--- src/rtl/mbox_pkg.sv ---
package mbox_pkg;
  localparam int NPROC   = 2;
  localparam int MAXCH   = 16;
  localparam int ADDR_W  = 10;
  localparam int DATA_W  = 32;

  // register select inside one bank (addr[3:2])
  typedef enum logic [1:0] {
    SEL_CTRL   = 2'd0,
    SEL_MASK   = 2'd1,
    SEL_SETCLR = 2'd2,
    SEL_STATUS = 2'd3
  } reg_sel_e;

  localparam logic [ADDR_W-1:0] CFG_ADDR = 10'h3F0;
  localparam logic [ADDR_W-1:0] VER_ADDR = 10'h3F4;

  // control register bit positions
  localparam int RXEN_BIT = 0;
  localparam int TXEN_BIT = 16;
endpackage

--- src/rtl/mbox_bank.sv ---
// Control and mask state for one processor, plus set/clear decode.
module mbox_bank
  import mbox_pkg::*;
#(
  parameter int NUM_CH = 16
) (
  input  logic                clk,
  input  logic                rst,
  input  logic                hit,
  input  reg_sel_e            sel,
  input  logic [DATA_W-1:0]   wdata,
  output logic                rx_en,
  output logic                tx_en,
  output logic [MAXCH-1:0]    rx_mask,
  output logic [MAXCH-1:0]    tx_mask,
  output logic [MAXCH-1:0]    set_req,
  output logic [MAXCH-1:0]    clr_req
);
  localparam logic [MAXCH-1:0] CHM = MAXCH'((32'd1 << NUM_CH) - 32'd1);

  always_ff @(posedge clk) begin
    if (rst) begin
      rx_en   <= 1'b0;
      tx_en   <= 1'b0;
      rx_mask <= CHM;
      tx_mask <= CHM;
    end else if (hit) begin
      if (sel == SEL_CTRL) begin
        rx_en <= wdata[RXEN_BIT];
        tx_en <= wdata[TXEN_BIT];
      end
      if (sel == SEL_MASK) begin
        rx_mask <= wdata[MAXCH-1:0] & CHM;
        tx_mask <= wdata[DATA_W-1:MAXCH] & CHM;
      end
    end
  end

  always_comb begin
    set_req = '0;
    clr_req = '0;
    if (hit && sel == SEL_SETCLR) begin
      set_req = wdata[DATA_W-1:MAXCH] & CHM;
      clr_req = wdata[MAXCH-1:0] & CHM;
    end
  end
endmodule

--- src/rtl/mbox_flags.sv ---
// Occupied flags: flag[p] is raised by processor p and dropped by its peer.
module mbox_flags
  import mbox_pkg::*;
#(
  parameter int NUM_CH = 16
) (
  input  logic                        clk,
  input  logic                        rst,
  input  logic [NPROC-1:0][MAXCH-1:0] set_req,
  input  logic [NPROC-1:0][MAXCH-1:0] clr_req,
  output logic [NPROC-1:0][MAXCH-1:0] flag
);
  localparam logic [MAXCH-1:0] CHM = MAXCH'((32'd1 << NUM_CH) - 32'd1);

  for (genvar p = 0; p < NPROC; p++) begin : g_dir
    always_ff @(posedge clk) begin
      if (rst) flag[p] <= '0;
      // set wins over a clear from the peer in the same cycle
      else     flag[p] <= ((flag[p] & ~clr_req[NPROC-1-p]) | set_req[p]) & CHM;
    end
  end
endmodule

--- src/rtl/mbox_irq.sv ---
// Registered receive / transmit interrupt for one processor.
module mbox_irq
  import mbox_pkg::*;
#(
  parameter int NUM_CH = 16
) (
  input  logic             clk,
  input  logic             rst,
  input  logic             rx_en,
  input  logic             tx_en,
  input  logic [MAXCH-1:0] rx_mask,
  input  logic [MAXCH-1:0] tx_mask,
  input  logic [MAXCH-1:0] own_flag,
  input  logic [MAXCH-1:0] peer_flag,
  output logic             rx_irq,
  output logic             tx_irq
);
  localparam logic [MAXCH-1:0] CHM = MAXCH'((32'd1 << NUM_CH) - 32'd1);

  logic rx_any, tx_any;
  assign rx_any = |(peer_flag & ~rx_mask & CHM);
  assign tx_any = |(~own_flag & ~tx_mask & CHM);

  always_ff @(posedge clk) begin
    if (rst) begin
      rx_irq <= 1'b0;
      tx_irq <= 1'b0;
    end else begin
      rx_irq <= rx_en & rx_any;
      tx_irq <= tx_en & tx_any;
    end
  end
endmodule

--- src/rtl/mbox_flag_ctrl.sv ---
module mbox_flag_ctrl
  import mbox_pkg::*;
#(
  parameter int NUM_CH    = 16,
  parameter int VER_MAJOR = 1,
  parameter int VER_MINOR = 0
) (
  input  logic              clk,
  input  logic              rst,
  input  logic [9:0]        addr,
  input  logic              wr_en,
  input  logic [31:0]       wdata,
  output logic [31:0]       rdata,
  output logic [1:0]        rx_irq,
  output logic [1:0]        tx_irq
);
  logic [NPROC-1:0][MAXCH-1:0] set_req, clr_req, flag;
  logic [NPROC-1:0][MAXCH-1:0] rx_mask, tx_mask;
  logic [NPROC-1:0]            rx_en, tx_en;

  logic     bank_sel;
  logic     bank_range;
  reg_sel_e sel;
  assign bank_range = (addr[9:5] == 5'd0) && (addr[1:0] == 2'd0);
  assign bank_sel   = addr[4];
  assign sel        = reg_sel_e'(addr[3:2]);

  for (genvar p = 0; p < NPROC; p++) begin : g_proc
    logic hit;
    assign hit = wr_en && bank_range && (bank_sel == 1'(p));

    mbox_bank #(.NUM_CH(NUM_CH)) u_bank (
      .clk(clk), .rst(rst), .hit(hit), .sel(sel), .wdata(wdata),
      .rx_en(rx_en[p]), .tx_en(tx_en[p]),
      .rx_mask(rx_mask[p]), .tx_mask(tx_mask[p]),
      .set_req(set_req[p]), .clr_req(clr_req[p])
    );

    mbox_irq #(.NUM_CH(NUM_CH)) u_irq (
      .clk(clk), .rst(rst), .rx_en(rx_en[p]), .tx_en(tx_en[p]),
      .rx_mask(rx_mask[p]), .tx_mask(tx_mask[p]),
      .own_flag(flag[p]), .peer_flag(flag[NPROC-1-p]),
      .rx_irq(rx_irq[p]), .tx_irq(tx_irq[p])
    );
  end

  mbox_flags #(.NUM_CH(NUM_CH)) u_flags (
    .clk(clk), .rst(rst), .set_req(set_req), .clr_req(clr_req), .flag(flag)
  );

  logic [31:0] rd_next;
  always_comb begin
    rd_next = '0;
    if (bank_range) begin
      unique case (sel)
        SEL_CTRL:   rd_next = {15'd0, tx_en[bank_sel], 15'd0, rx_en[bank_sel]};
        SEL_MASK:   rd_next = {tx_mask[bank_sel], rx_mask[bank_sel]};
        SEL_SETCLR: rd_next = '0;
        SEL_STATUS: rd_next = {16'd0, flag[bank_sel]};
      endcase
    end else if (addr == CFG_ADDR) begin
      rd_next = 32'(NUM_CH) & 32'hFF;
    end else if (addr == VER_ADDR) begin
      rd_next = {24'd0, 4'(VER_MAJOR), 4'(VER_MINOR)};
    end
  end

  always_ff @(posedge clk) begin
    if (rst) rdata <= '0;
    else     rdata <= rd_next;
  end
endmodule

--- config.mk ---
export PLATFORM = sky130hd
export DESIGN_NAME = mbox_flag_ctrl
export DESIGN_NICKNAME = d
export VERILOG_FILES = /design/src/rtl/mbox_pkg.sv /design/src/rtl/mbox_bank.sv /design/src/rtl/mbox_flags.sv /design/src/rtl/mbox_irq.sv /design/src/rtl/mbox_flag_ctrl.sv
export SDC_FILE = /design/constraint.sdc
export NUM_CORES = 1
export LEC_CHECK = 0
export ABC_AREA = 0
export BUFFER_PORTS_ARGS = -buffer_cell sky130_fd_sc_hd__buf_2
export CAP_MARGIN = 0
export CORE_ASPECT_RATIO = 0.7
export CORE_MARGIN = 4
export CORE_UTILIZATION = 63
export CTS_CLUSTER_DIAMETER = 40
export DETAILED_ROUTE_END_ITERATION = 8
export GPL_ROUTABILITY_DRIVEN = 0
export PLACE_DENSITY = 0.86
export SETUP_SLACK_MARGIN = 0.5
export SYNTH_ARGS = -nofsm -noshare
export SYNTH_HDL_FRONTEND = slang
export SYNTH_HIERARCHICAL = 1
export SYNTH_SLANG_ARGS = --single-unit
--- constraint.sdc ---
create_clock -name clk -period 2.3 [get_ports clk]
set_input_delay 0 -clock clk [delete_from_list [all_inputs] [get_ports clk]]
set_output_delay 0 -clock clk [all_outputs]
set_load 0.01 [all_outputs]
==> flow_summary.ini <==
[critical_path]
worstSetupPathType = flip-flop to flip-flop
cp.required_ns = 2.60
cp-start-kind = flip-flop
crit_path_end_kind = flip-flop
arrival_ns = 1.99
r2r_slack_ns = 0.61
cp_max_fo = 4

[global_routing]
grt_max_degree = 174
track_usage_pct = 31.2
grt_pass1_wl_um = 28800
grt_pass1_vias = 5533
gr-total-overflow = 0
antenna_found_initial = 0

[place]
dp_hpwl_um = 11700
placed_cells = 878
port_buffers = 80

[yosys]
synth_edf_count = 0
synth_area_leaders = dfxtp_1 (42%), mux2i_1 (13%), nor2_1 (8.6%)
async_flop_share_pct = 0
synth_flop_cell = dfxtp_1
syn_area_per_cell_um2 = 9.23
yosysMostFrequentCell = nor2_1
syn_nets = 753
synth_commonest_cells = nor2_1 (150), dfxtp_1 (136), mux2i_1 (85), and2_1 (65), inv_1 (55)
yosysSeqAreaShare_pct = 41.7
synth.distinct_cells = 37
ys_seq_elements = 136
yosys.area.top_type = dfxtp_1
synth_top_area_share_pct = 41.7
synth.cell_area_um2 = 6530
yosys_warnings = 6
syn-instance-count = 708

[cts]
ctsHoldBuffers = 36
cts_tree = built
cts_made_buffers = 17
clockBufferDepth = 2
clkTransAtPathRegs_ns = 0.06
cts-resized-gates = 0
insertion_delay_ns = 0.42
htreeDepth = 4
post_cts_buffers = 0
root_buffer = clkbuf_16
cts_num_sinks = 136

[run]
max_cap_violations = 0

[floorplan]
start_util_pct = 65.9
io_pins = 81
die-height_um = 93.2
coreArea_um2 = 9910
dieArea_um2 = 12100
die_w_um = 130
num_rows = 30

[drt]
vias = 5732
routedWlPerCell_um = 19.6
wl_um = 18600
drtIter0Drc = 828
vias_per_cell = 6.06
dr.pass1.iters = 6
post-route-drc-count = 0
ant_nets = 0

[timing]
min_period_ns = 1.69
timing.hold.ws_ns = 0.0996
worstMarginPinSlew_ns = 0.759
finClkSkew_ns = 0.00620
slew_headroom_pct = 49.4
hold_viol = 0
rsz0062_at_grt = no
setup_viol = 0
final_max_slew_viol_count = 0
fin_crit_sh_pct = 73.5
fmax_mhz = 592
tns_ns = 0

[pwr]
p_seq_share_pct = 40.7
pwr_density_cell_nw_per_um2 = 737
power_switching_mw = 1.20
p_leak_nw = 3.03
clkPwrFrac_pct = 54.3
combPwrFrac_pct = 5.0
swShare_pct = 20.6
internal_power_mw = 4.60
irDropWorstVdd_mv = 0.602

[finish]
nets = 850
antenna_cells = 0
nFillCells = 628
final_cells = 946
area_growth_pct = 20.5
drive_gt1_share_pct = 18.0

[run_status]
status = finished, final reports clean

[hold_path]
hold_class = input pin to flip-flop
## power by group through the flow
stage | clock network (mW) | logic (mW) | registers [mW]
after floorplan | 0 | 0.146 | 2.41
after global placement | 0 | 0.225 | 2.41
after detailed placement | 0 | 0.236 | 2.41
after CTS | 3.17 | 0.283 | 2.36
after global routing | 3.25 | 0.310 | 2.36
final | 3.15 | 0.292 | 2.36
## critical path: stages, from the launching register on
cell,delay [ns]
dfxtp_1,0.34
mux4_2,0.52
inv_1,0.09
o22ai_2,0.06
dlygate4sd3_1,0.56
## registers in the layout, summed over array words and instances, names as in the netlist
| register | cells |
|---|---|
| rdata | 32 |
| g_proc.u_bank/tx_mask | 32 |
| g_proc.u_bank/rx_mask | 32 |
| g_proc.u_bank/tx_en | 2 |
| g_proc.u_bank/rx_en | 2 |
| u_flags/flag | 32 |
| g_proc.u_irq/tx_irq | 2 |
| g_proc.u_irq/rx_irq | 2 |
## cell type report
| cell class | instances | area [um^2] | area share, % |
|---|---|---|---|
| Multi-Input combinational cell | 475 | 3250 | 41.3 |
| Sequential cell | 136 | 2720 | 34.6 |
| Timing Repair Buffer | 120 | 843 | 10.7 |
| Clock buffer | 20 | 467 | 5.93 |
| Clock inverter | 12 | 219 | 2.78 |
| Inverter | 55 | 206 | 2.62 |
| Tap cell | 128 | 160 | 2.04 |
## routing by layer
layer	share of wire (%)	up-vias	global-route usage, %
met3	10	73	8.16
met5	0	-	0
li1	-	2530	-
met2	48	387	51.3
met4	3.4	0	13.4
met1	39	2742	38.6
## layout by cell type (no fill, tap or decap), types with 17 or more instances in the layout
master | synthesis | layout
nand2b_1 | 54 | 54
o22ai_1 | 20 | 20
dlygate4sd3_1 | 0 | 36
a21oi_1 | 34 | 34
mux2i_1 | 85 | 85
clkbuf_16 | 0 | 17
inv_1 | 55 | 55
and2_1 | 65 | 65
nor2_1 | 150 | 150
buf_2 | 8 | 79
dfxtp_1 | 136 | 136
## per-stage QoR
stage / utilization [%] / total power [mW] / setup WS [ns] / cell area, um^2
2_1_floorplan: - / 2.56 / 0.742 / 6530
3_3_place_gp: 68.9 / 2.63 / 0.436 / 6820
3_5_place_dp: 68.9 / 2.65 / 0.331 / 6820
4_1_cts: 79.4 / 5.81 / 0.619 / 7870
5_1_grt: 79.4 / 5.92 / 0.529 / 7870
6_report: 79.4 / 5.80 / 0.610 / 7870
## path summary, 6_finish.rpt
check                                             from                      to  cells past startpoint
worst min register to register  g_proc[0].u_bank/rx_en  g_proc[0].u_irq/rx_irq                      2
worst max-delay path                  u_flags/flag[20]                rdata[4]                      4
worst max register to register        u_flags/flag[20]                rdata[4]                      4
worst min-delay path                           addr[6]               rdata[16]                      4
## logic make-up (layout without fill, tap and decap cells)
kind of cell,Yosys count,count (layout),share of synthesized area (%)
and+or+nand+nor,306,306,24.5
DFF,136,136,41.7
buffers and inverters,97,207,8.60
muxes,101,101,18.5
AOI/OAI and AO/OA,68,68,6.72
Power figures use the tool's default switching activity.
